===== src/rtl/alu16_pkg.sv =====
package alu16_pkg;
  localparam int unsigned ALU_W = 16;

  typedef enum logic [3:0] {
    OP_PASS_B = 4'h0,
    OP_NOT_B  = 4'h1,
    OP_AND    = 4'h2,
    OP_OR     = 4'h3,
    OP_XOR    = 4'h4,
    OP_ADD    = 4'h5,
    OP_INC_B  = 4'h6,
    OP_SUB    = 4'h7,
    OP_ROL_B  = 4'h8,
    OP_SHL_B  = 4'h9,
    OP_ROR_B  = 4'hA,
    OP_SHR_B  = 4'hB,
    OP_XNOR   = 4'hC,
    OP_NOR    = 4'hD,
    OP_DEC_B  = 4'hE,
    OP_NAND   = 4'hF
  } alu_op_e;

  typedef enum logic [1:0] {
    UNIT_LOGIC = 2'd0,
    UNIT_ARITH = 2'd1,
    UNIT_SHIFT = 2'd2
  } alu_unit_e;

  function automatic alu_unit_e unit_of(alu_op_e op);
    unique case (op)
      OP_ADD, OP_INC_B, OP_SUB, OP_DEC_B:     return UNIT_ARITH;
      OP_ROL_B, OP_SHL_B, OP_ROR_B, OP_SHR_B: return UNIT_SHIFT;
      default:                                return UNIT_LOGIC;
    endcase
  endfunction
endpackage


===== src/rtl/alu16_logic_unit.sv =====
module alu16_logic_unit
  import alu16_pkg::*;
#(
  parameter int unsigned DW = ALU_W
) (
  input  logic [DW-1:0] a_i,
  input  logic [DW-1:0] b_i,
  input  alu_op_e       op_i,
  output logic [DW-1:0] res_o
);
  // one bit slice per position, function chosen by the code
  for (genvar gi = 0; gi < DW; gi++) begin : g_slice
    always_comb begin
      unique case (op_i)
        OP_PASS_B: res_o[gi] = b_i[gi];
        OP_NOT_B:  res_o[gi] = ~b_i[gi];
        OP_AND:    res_o[gi] = a_i[gi] & b_i[gi];
        OP_OR:     res_o[gi] = a_i[gi] | b_i[gi];
        OP_XOR:    res_o[gi] = a_i[gi] ^ b_i[gi];
        OP_XNOR:   res_o[gi] = ~(a_i[gi] ^ b_i[gi]);
        OP_NOR:    res_o[gi] = ~(a_i[gi] | b_i[gi]);
        OP_NAND:   res_o[gi] = ~(a_i[gi] & b_i[gi]);
        default:   res_o[gi] = 1'b0;
      endcase
    end
  end
endmodule


===== src/rtl/alu16_arith_unit.sv =====
module alu16_arith_unit
  import alu16_pkg::*;
#(
  parameter int unsigned DW = ALU_W
) (
  input  logic [DW-1:0] a_i,
  input  logic [DW-1:0] b_i,
  input  alu_op_e       op_i,
  output logic [DW:0]   res_o
);
  localparam int unsigned FW = DW + 1;
  localparam logic [FW-1:0] ONE = FW'(1);

  logic [FW-1:0] a_x, b_x, lhs, rhs;
  logic          do_sub;

  assign a_x = {1'b0, a_i};
  assign b_x = {1'b0, b_i};

  // single adder; subtract via two's complement so bit DW is the borrow
  always_comb begin
    lhs    = a_x;
    rhs    = b_x;
    do_sub = 1'b0;
    unique case (op_i)
      OP_ADD:   begin lhs = a_x; rhs = b_x; end
      OP_INC_B: begin lhs = b_x; rhs = ONE; end
      OP_SUB:   begin lhs = a_x; rhs = b_x; do_sub = 1'b1; end
      OP_DEC_B: begin lhs = b_x; rhs = ONE; do_sub = 1'b1; end
      default:  begin lhs = '0;  rhs = '0;  end
    endcase
  end

  assign res_o = do_sub ? (lhs + ~rhs + ONE) : (lhs + rhs);

  always_comb begin

    if (op_i == OP_SUB)
      sub_borrow_chk: assert (res_o[DW] == (b_i > a_i));

    if (op_i == OP_ADD)
      add_carry_chk: assert (res_o[DW] == ((FW'(a_i) + FW'(b_i)) >> DW));
  end
endmodule


===== src/rtl/alu16_shift_unit.sv =====
module alu16_shift_unit
  import alu16_pkg::*;
#(
  parameter int unsigned DW = ALU_W
) (
  input  logic [DW-1:0] b_i,
  input  alu_op_e       op_i,
  output logic [DW:0]   res_o
);
  logic msb, lsb;
  assign msb = b_i[DW-1];
  assign lsb = b_i[0];

  // bit DW carries the bit pushed out of the operand
  always_comb begin
    unique case (op_i)
      OP_ROL_B: res_o = {msb, b_i[DW-2:0], msb};
      OP_SHL_B: res_o = {msb, b_i[DW-2:0], 1'b0};
      OP_ROR_B: res_o = {lsb, lsb, b_i[DW-1:1]};
      OP_SHR_B: res_o = {lsb, 1'b0, b_i[DW-1:1]};
      default:  res_o = '0;
    endcase
  end

  always_comb begin

    if (op_i == OP_SHR_B)
      shr_fill_chk: assert (res_o[DW-1] == 1'b0);

    if (op_i == OP_ROR_B)
      ror_wrap_chk: assert (res_o[DW-1] == res_o[DW]);
  end
endmodule


===== src/rtl/alu16_flag_unit.sv =====
module alu16_flag_unit #(
  parameter int unsigned DW = 16
) (
  input  logic [DW:0] full_i,
  output logic        carry_o,
  output logic        zero_o,
  output logic        parity_o
);
  assign carry_o  = full_i[DW];
  assign zero_o   = ~|full_i[DW-1:0];
  assign parity_o = ^full_i[DW-1:0];
endmodule


===== src/rtl/alu16_core.sv =====
module alu16_core
  import alu16_pkg::*;
#(
  parameter int unsigned DW = ALU_W
) (
  input  logic [DW-1:0] a_i,
  input  logic [DW-1:0] b_i,
  input  logic [3:0]    op_i,
  output logic [DW-1:0] res_o,
  output logic          carry_o,
  output logic          zero_o,
  output logic          parity_o
);
  alu_op_e       op;
  alu_unit_e     unit;
  logic [DW-1:0] logic_res;
  logic [DW:0]   arith_res, shift_res, full_res;

  assign op   = alu_op_e'(op_i);
  assign unit = unit_of(op);

  alu16_logic_unit #(.DW(DW)) u_logic (
    .a_i(a_i), .b_i(b_i), .op_i(op), .res_o(logic_res)
  );

  alu16_arith_unit #(.DW(DW)) u_arith (
    .a_i(a_i), .b_i(b_i), .op_i(op), .res_o(arith_res)
  );

  alu16_shift_unit #(.DW(DW)) u_shift (
    .b_i(b_i), .op_i(op), .res_o(shift_res)
  );

  always_comb begin
    unique case (unit)
      UNIT_ARITH: full_res = arith_res;
      UNIT_SHIFT: full_res = shift_res;
      default:    full_res = {1'b0, logic_res};
    endcase
  end

  assign res_o = full_res[DW-1:0];

  alu16_flag_unit #(.DW(DW)) u_flags (
    .full_i(full_res), .carry_o(carry_o), .zero_o(zero_o), .parity_o(parity_o)
  );

  always_comb begin

    if (unit == UNIT_LOGIC)
      logic_carry_chk: assert (!carry_o);

    zero_flag_chk: assert (zero_o == (res_o == '0));

    parity_flag_chk: assert (parity_o == ($countones(res_o) % 2 == 1));

    if (op == OP_ROL_B)
      rol_carry_chk: assert (carry_o == b_i[DW-1] && res_o[0] == b_i[DW-1]);

    if (op == OP_SHL_B)
      shl_carry_chk: assert (carry_o == b_i[DW-1] && !res_o[0]);

    if (op == OP_INC_B)
      inc_carry_chk: assert (carry_o == (b_i == '1));

    if (op == OP_DEC_B)
      dec_borrow_chk: assert (carry_o == (b_i == '0));
  end
endmodule


===== config.mk =====
export PLATFORM = sky130hd
export DESIGN_NAME = alu16_core
export DESIGN_NICKNAME = d
export VERILOG_FILES = /design/src/rtl/alu16_pkg.sv /design/src/rtl/alu16_logic_unit.sv /design/src/rtl/alu16_arith_unit.sv /design/src/rtl/alu16_shift_unit.sv /design/src/rtl/alu16_flag_unit.sv /design/src/rtl/alu16_core.sv
export SDC_FILE = /design/constraint.sdc
export NUM_CORES = 1
export LEC_CHECK = 0
export BUFFER_PORTS_ARGS = -buffer_cell sky130_fd_sc_hd__buf_2
export CORE_MARGIN = 2
export CORE_UTILIZATION = 57
export DETAILED_ROUTE_END_ITERATION = 8
export GPL_TIMING_DRIVEN = 0
export PLACE_DENSITY = 0.82
export SYNTH_ARGS = -nofsm -noshare
export SYNTH_HDL_FRONTEND = slang
export SYNTH_SLANG_ARGS = --single-unit

===== constraint.sdc =====
create_clock -name vclk -period 4.2
set_input_delay 0 -clock vclk [all_inputs]
set_output_delay 0 -clock vclk [all_outputs]
set_load 0.05 [all_outputs]

[Yosys cells after proc, flatten, opt, wreduce, memory -nomap -nowiden]
Memory sizes are Yosys's and may differ from the RTL's.
Cells that the tools add are included.
Storage, ports and cells
  logic and storage cells: 163
  memories kept: 1
  flip-flop bits (word level): 0
  memory bits (read-only): 32
  bits of input ports: 36
  output and inout port bits: 19
Memories
  (name not given): depth 16, bits a word 2, rd ports 1, clocked after Yosys merged registers in 0, wr ports 0, line alu16_pkg.sv:30  | unique case (op)
Cells by class
  reductions and logical operators: 7
  bitwise logic cells: 113
  add/subtract/negate cells: 3
  multiplexer cells: 22
  eq/ne operators: 17
Operator list (number)
  $pmux W1 S8: 16
  $pmux W17 S4: 1
  $not A1 Y1: 64
  $pmux W16 S2: 2
  $pmux W17 S2: 1
  $eq A4 B4 Y1 const B: 8
  $add A16 B16 Y17: 1
  $add A16 B17 Y17: 1
  $add A17 B1 Y17 const B: 1
  $mux W17: 1
  $not A16 Y17: 1
  $and A1 B1 Y1: 16
  $eq A4 B3 Y1 const B: 4
  $or A1 B1 Y1: 16
  $reduce_or A16 Y1: 1
  $reduce_xor A16 Y1: 1
  $xor A1 B1 Y1: 16
  $eq A4 B2 Y1 const B: 2
  $reduce_or A2 Y1: 3
  $eq A4 B1 Y1 const B: 1
  $logic_not A4 Y1: 1
  $eq A2 B1 Y1 const B: 1
  $eq A2 B2 Y1 const B: 1
  $logic_not A1 Y1: 1
  $mux W1: 1

[Logic depth before layout (Yosys ltp)]
Gate-level depths: netlist of the first run.
  depth after elaboration: 10
  gate-level depth with buffers: 21
  mapped depth without buffers: 18

[Cells and area by module]
A second synthesis of the first run with hierarchy kept.
Unflattened totals
  cells, all modules: 626
  area, all modules: 4476.8 um^2
By module, submodules not included
  alu16_arith_unit: area an instance 1831.8 um^2, cells each 263, instances 1, sequential area each 0.0 um^2
  alu16_logic_unit: area an instance 1660.3 um^2, cells each 229, instances 1, sequential area each 0.0 um^2
  alu16_core: area an instance 457.9 um^2, cells each 58, instances 1, sequential area each 0.0 um^2
  alu16_shift_unit: area an instance 281.5 um^2, cells each 41, instances 1, sequential area each 0.0 um^2
  alu16_flag_unit: area an instance 245.2 um^2, cells each 35, instances 1, sequential area each 0.0 um^2

[Least setup slack after synthesis of the first run]
OpenSTA, ideal clock, no wires.
  path kind: input to output
  start: input op_i[0]
  end: output parity_o
  arrival time: 4.798 ns
  stages on the path: 21
  buffers on the path: 4
  path slack: -0.598 ns
  required time: 4.200 ns
  cells stage by stage: buf_6 -> nand3b_4 -> clkbuf_1 -> buf_1 -> buf_1 -> o21ai_0 -> ha_1 -> ha_1 -> and3_1 -> a32o_1 -> o31a_1 -> a31o_1 -> a211oi_1 -> a21oi_1 -> xnor2_1 -> mux2i_1 -> o21a_1 -> ha_1 -> xnor2_1 -> xnor2_1 -> xnor2_1
On the way
  longest elaborated chain between the ends: 9
  elaborated cells on any way between the ends: 49
  those cells by class: add/sub: 3; eq/ne: 17; mux: 22; bitwise: 1; reduce/logical: 5; memory: 1
Ends and longest elaborated chain
  start, declared: line alu16_core.sv:8  | input logic [3:0] op_i,
  $eq A4 B3 Y1 (tied with other cells): line alu16_arith_unit.sv:25  | unique case (op_i)
  $reduce_or A2 Y1 (no line)
  $pmux W16 S2: line alu16_arith_unit.sv:25
  $not A16 Y17: line alu16_arith_unit.sv:34  | assign res_o = do_sub ? (lhs + ~rhs + ONE) : (lhs + rhs);
  $add A16 B17 Y17: line alu16_arith_unit.sv:34
  $add A17 B1 Y17: line alu16_arith_unit.sv:34
  $mux W17: line alu16_arith_unit.sv:34
  $pmux W17 S2 (*): line alu16_core.sv:35  | unique case (unit)
  $reduce_xor A16 Y1 (*): line alu16_flag_unit.sv:11  | assign parity_o = ^full_i[DW-1:0];
  end, declared: line alu16_core.sv:12  | output logic parity_o
Mark *: on every way between the ends. The rest lies on a longest branch, timed or not.

[Worst setup path after layout of the first run]
Ends and elaborated chain as after synthesis.

==> qor.yml, run 1 <==
layout:
  area_delta_synth_final_pct: 16.57
  utilization: 0.6790
  nets: 838
  antenna_cells: 0
  seq_cell_count: 0
  layout-drive-gt1-share: 0.1698
  seq_area_um2: 0
  nFillCells: 713
  clkbuf_count: 0
  multiInputGateArea_um2: 4150
floorplanning:
  die_y_um: 92.40
  initial_utilization: 0.5825
  rows: 32
  die-width_um: 92.40
  ios: 55
  core_area_um2: 7647
  dieArea_um2: 8538
global_route:
  antenna_found_initial: 0
  overflow: 0
  grt_pass1_vias: 5371
  grt_max_degree: 20
  grt.total_usage: 0.4107
  grt_pass1_wl_mm: 28.28
worst_setup_path:
  worstSetupEndpointType: "output port"
  worstPathCellList: "buf_4, and3b_1, buf_6, buf_8, a22oi_2, inv_2, ha_4, ha_4, and3_1, a32o_1, o31a_1, a31o_1, nor2b_2, o21bai_1, a22oi_1, xnor2_1, o221a_1, ha_4, xnor2_2, xnor2_2, xnor2_2, buf_6"
  worstPathRequired_ps: 4200
  slowest_delay_ps: 410
  worstPathArrival_ps: 4240
  crit_type: "in2out"
  crit_fanout: 7
  critPathLaunchType: "input port"
  critical_path_buf_inv_count: 5
  crit_path_top_delay_cell: "xnor2_1"
  critical_path.top_delay_family: "compound AO/OA/AOI/OAI gates"
outcome:
  outcome: "finished with violations"
  violations: "design-rule violations, negative setup slack"
power_and_ir_drop:
  power_frac_comb: 1.000
  power_density_nw_per_um2: 154.1
  ir_worst_vdd_mv: 0.1274
  power_mw: 0.8004
  p_int_mw: 0.2905
  p_sw_frac: 0.6370
  p_sw_mw: 0.5099
  power_frac_seq: 0
  p_clk_frac: 0
  leakagePower_nw: 2.420
sta:
  fin_crit_sh: 1.008
  max_freq_ghz: 0.2361
  finalHoldViolations: 0
  fin_setup_tns_ps: -35.04
  period_needed_ps: 4235
  slew_violations: 0
  worst_pin_slew_ps: 765.3
  setup_ws_ps: -35.04
  relSlewSlack: 0.4859
  finalSetupViolations: 1
yosys:
  synth-xor-area-share: 0.05674
  synth_compound_gate_area_share: 0.3904
  synthTopCellsByArea: "ha_1, a21oi_1, mux2i_1"
  synthAdderAreaFrac: 0.1865
  seq_area_frac_synth: 0
  synth_common_cells: "ha_1, inv_1, a21oi_1, nor2_1, nand2_1"
  yosysTopAreaCellShare: 0.1798
  synth.mux.area_fraction: 0.06067
  synth-simple-area-share: 0.1992
  avgSynthCellArea_um2: 6.648
  syn_area_um2: 4454
  syn_nets: 770
  yosysUniqueCellTypes: 76
  syn-instance-count: 670
  synth_top_cell_by_area: "ha_1"
  synth_top_family_by_area: "compound AO/OA/AOI/OAI gates"
  yosysWarnings: 0
worst_hold_path:
  hold_class: "in2out"
placement:
  dp_hpwl_mm: 13.76
  numPortBuffers: 55
  dp_slack_ps: -773.1
  gp_congestion: 0.9928
routing:
  drtAntennaViolNets: 0
  viasPerCell: 6.946
  drc_errors: 1
  drt_iter0_markers: 856
  routedWlPerCell_um: 21.79
  dr.pass1.iters: 9
  vias: 5821
  wirelength_mm: 18.26
clock_tree:
  postCtsHoldBufs: 0
flow_run:
  cap_violations: 0
[per-stage QoR]
stage | hold slack (ps) | std cells | area, um^2
6_report | 727.5 | 838 | 5192
5_1_grt | 759.2 | 838 | 5192
4_1_cts | 691.3 | 831 | 4991
3_5_place_dp | 691.4 | 827 | 4871
3_3_place_gp | 687.8 | 827 | 4871
2_1_floorplan | 547.6 | 670 | 4468
[layout make-up]
class / count / area share
multi-input cells: 554 / 0.7993
repair buffers: 70 / 0.08024
plain buffers: 47 / 0.04892
inverters: 65 / 0.04699
well taps: 102 / 0.02458
[worst paths after layout]
| kind | start | endpoint | slack, ps | depth (start not counted) |
|---|---|---|---|---|
| worst min-delay path | b_i[13] | res_o[12] | 730 | 4 |
| worst max-delay path | op_i[0] | parity_o | -40 | 22 |
[cell usage in the layout, fill, tap and decap left out, drive strengths merged, types with 7 or more instances in the layout]
cell type	count
a22oi	7
and3	7
o22a	8
ha	64
o211ai	11
and2	7
nor3	12
buf	85
nor2b	8
o21ai	44
xor2	9
clkbuf	32
mux2i	27
a211oi	8
nand2	42
nand3	12
a21oi	62
a221oi	10
xnor2	19
inv	64
o22ai	41
nor2	55
nand2b	11
[worst min-delay path: cells and delay by family]
family	cells	cell delay, ps
buffers and inverters	2	400
AOI/OAI and AO/OA	2	330
[repair_timing]
item / 4_1_cts / 5_1_grt
endpoints found under the setup margin: 2 / 1
setup buffers: 5 / 9
resized for setup: 23 / 23
hold endpoints to repair: 0 / 0
gates cloned: 0 / 1
pin swaps: 12 / 20
[kinds of logic after synthesis]
family | Yosys count
adders and majority gates | 67
AOI/OAI and AO/OA | 257
muxes | 27
xor gates and xnor gates | 28
buffers and inverters | 116
and+or+nand+nor | 175
[metal layers]
metal,GRT usage,vias to the layer above,wire length (um),part of all wire
li1,-,2615,-,-
met1,0.5533,2657,7361,0.40
met2,0.6478,455,7825,0.43
met3,0.05777,94,2146,0.12
met4,0.1841,0,926,0.051
met5,0,-,0,0
[power groups by stage]
stage | logic, mW | registers [mW] | clock network [mW]
6_report | 0.800 | 0 | 0
5_1_grt | 0.845 | 0 | 0
4_1_cts | 0.723 | 0 | 0
3_5_place_dp | 0.689 | 0 | 0
3_3_place_gp | 0.676 | 0 | 0
2_1_floorplan | 0.504 | 0 | 0
Note: power is estimated with default switching activity, not from simulation.
==> inputs of run 2 (changes only) <==
Settings changed: ABC_AREA set to 1, PLACE_DENSITY 0.82 to 0.81.
==> qor.yml, run 2 <==
sta:
  fin_crit_sh: 0.9206  # -0.08776
  worst_pin_slew_ps: 713.3  # -51.99 ps
  rsz0062_at_grt: "false"
  period_needed_ps: 3866  # -368.6 ps
  finalSetupViolations: 0  # -1
  finalHoldViolations: 0  # unchanged
  setup_ws_ps: 333.5  # +368.6 ps
  max_freq_ghz: 0.2586  # +9.5%
  slew_violations: 0  # unchanged
  relSlewSlack: 0.5122  # +0.02629
layout:
  seq_cell_count: 0  # unchanged
  antenna_cells: 0  # unchanged
  nets: 1058  # +26%
  fin_cells: 1064  # +27%
  clkbuf_count: 0  # unchanged
  seq_area_um2: 0  # unchanged
  area_delta_synth_final_pct: 8.150
  final_cell_mix: "nand2_1, inv_1, nand3_1"
  layout-drive-gt1-share: 0.2019  # +0.03205
  final_common_cell: "nand2_1"
  utilization: 0.6280  # -0.05101
placement:
  gp_congestion: 0.9817  # -1.1%
  dp_hpwl_mm: 13.12  # -4.7%
  numPortBuffers: 54  # -1.8%
  dp.cells: 1066  # +29%
  dp_slack_ps: -109.2  # +663.9 ps
worst_setup_path:
  slowest_delay_ps: 300  # -110 ps
  worstPathRequired_ps: 4200  # about the same
  crit_path_top_delay_cell: "ha_1"
  crit_top_cell: "nand2_1"
  crit_fanout: 19  # +12
  critPathLaunchType: "input port"
  worstSetupEndpointType: "output port"
  worstPathArrival_ps: 3870  # -370 ps
  crit_type: "in2out"
global_route:
  grt.total_usage: 0.3279  # -0.08287
  grt_pass1_wl_mm: 26.54  # -6.1%
  overflow: 0  # unchanged
  grt_pass1_vias: 5622  # +4.7%
  antenna_found_initial: 0  # unchanged
  grt_max_degree: 20  # unchanged
worst_hold_path:
  hold_path.startpoint: "b_i[0]"
  hold_class: "in2out"
  hold_end: "carry_o"
  min_path_cells: 6  # +2
floorplanning:
  rows: 34  # +6.3%
  dieArea_um2: 9518  # +11%
  core_area_um2: 8593  # +12%
  initial_utilization: 0.5807  # -0.001797
  die-width_um: 97.56  # +5.6%
  die_y_um: 97.56  # +5.6%
  ios: 55  # unchanged
yosys:
  syn-instance-count: 904  # +35%
  synth.most_common_cell: "nand2_1"
  syn_area_um2: 4990  # +12%
  yosysWarnings: 0  # unchanged
  yosysTopAreaCellShare: 0.1745  # -0.005252
  yosysUniqueCellTypes: 45  # -41%
  synth_common_cells: "nand2_1, inv_1, nand3_1, o21ai_0, nor2_1"
  seq_area_frac_synth: 0  # unchanged
  synth_top_cell_by_area: "nand2_1"
  avgSynthCellArea_um2: 5.520  # -17%
  syn_nets: 1004  # +30%
  synthTopCellsByArea: "nand2_1, ha_1, inv_1"
clock_tree:
  postCtsHoldBufs: 0  # unchanged
  cts_setup_buffers: 0  # -5
routing:
  drtAntennaViolNets: 0  # unchanged
  wirelength_mm: 15.85  # -13%
  dr.pass1.iters: 5  # -4
  viasPerCell: 5.742  # -17%
  drt_iter0_markers: 449  # -48%
  vias: 6110  # +5.0%
  routedWlPerCell_um: 14.90  # -32%
  drc_errors: 0  # -1
power_and_ir_drop:
  leakagePower_nw: 2.964  # +22%
  ir_worst_vdd_mv: 0.4886  # +280%
  power_density_nw_per_um2: 137.5  # -11%
outcome:
  outcome: "finished clean"
flow_run:
  cap_violations: 0  # unchanged
## run 2: changes by cell type after synthesis, moves of 14 or more
cell and delta:
a21oi_1 -35, clkbuf_1 -18, inv_1 +64, inv_2 +18
mux2i_1 -27, nand2_1 +190, nand2_2 +40, nand3_1 +64
nand3_2 +15, nand4_2 +14, nor2_1 +15, o21ai_0 +36
o22ai_1 -25
## run 2: final cells by class
class              instances  area [um^2]
well taps                108        135.1
fillers                  887         3197
repair buffers            54        270.3
plain buffers             29        173.9
inverters                148        555.5
multi-input cells        725         4262
## run 2: layer usage
metal,share of wire,up-vias,track usage
met5,0,-,0
met4,0.042,0,0.1197
met3,0.083,55,0.01367
met2,0.43,338,0.5369
met1,0.45,2653,0.4564
li1,-,3064,-
## run 2: kinds of logic (layout without fill, tap and decap cells)
group           after synthesis  after routing  share of synthesized area
simple gates                496            496                     0.4942
buf+inv                     179            231                     0.1472
compound gates              158            158                     0.1858
xor+xnor                      7              7                    0.01229
fa+ha+maj                    64             64                     0.1605
## run 2: power breakdown
part           internal [mW]  total, mW  switching [mW]
clock                      0          0               0
sequential                 0          0               0
combinational          0.225      0.742           0.517
## run 2: repair_timing
item | 4_1_cts | 5_1_grt
gates cloned | 0 | 0
hold endpoints to repair | 0 | 0
gates resized for setup | 0 | 6
endpoints found under the setup margin | 1 | 2
## run 2: how the worst max path moves through the flow
| stage | start | to | slack (ps) | cells after the start |
|---|---|---|---|---|
| 2_1_floorplan | op_i[0] | parity_o | 120 | 23 |
| 3_5_place_dp | op_i[1] | parity_o | -110 | 25 |
| 3_3_place_gp | op_i[1] | parity_o | -80 | 19 |
| 4_1_cts | op_i[3] | parity_o | 30 | 25 |
| 5_1_grt | op_i[1] | parity_o | 0.2 | 24 |
| 6_report | op_i[1] | parity_o | 330 | 25 |
## run 2: critical path: cells and delay by family
| family | cells | cell delay (ps) |
|---|---|---|
| and+or+nand+nor | 10 | 1050 |
| buffers and inverters | 6 | 1120 |
| AOI/OAI and AO/OA | 4 | 640 |
| adders and majority gates | 2 | 570 |
| xor gates and xnor gates | 3 | 490 |
## run 2: metrics by stage
stage | instance area, um^2 | hold slack (ps) | TNS, ps | total power [mW]
2_1_floorplan | 4990 | 443.1 | 0 | 0.5597
3_3_place_gp | 5395 | 601.0 | -78.57 | 0.7246
3_5_place_dp | 5395 | 590.2 | -109.2 | 0.7294
4_1_cts | 5391 | 593.0 | 0 | 0.7325
5_1_grt | 5396 | 638.3 | 0 | 0.8153
6_report | 5396 | 596.7 | 0 | 0.7422
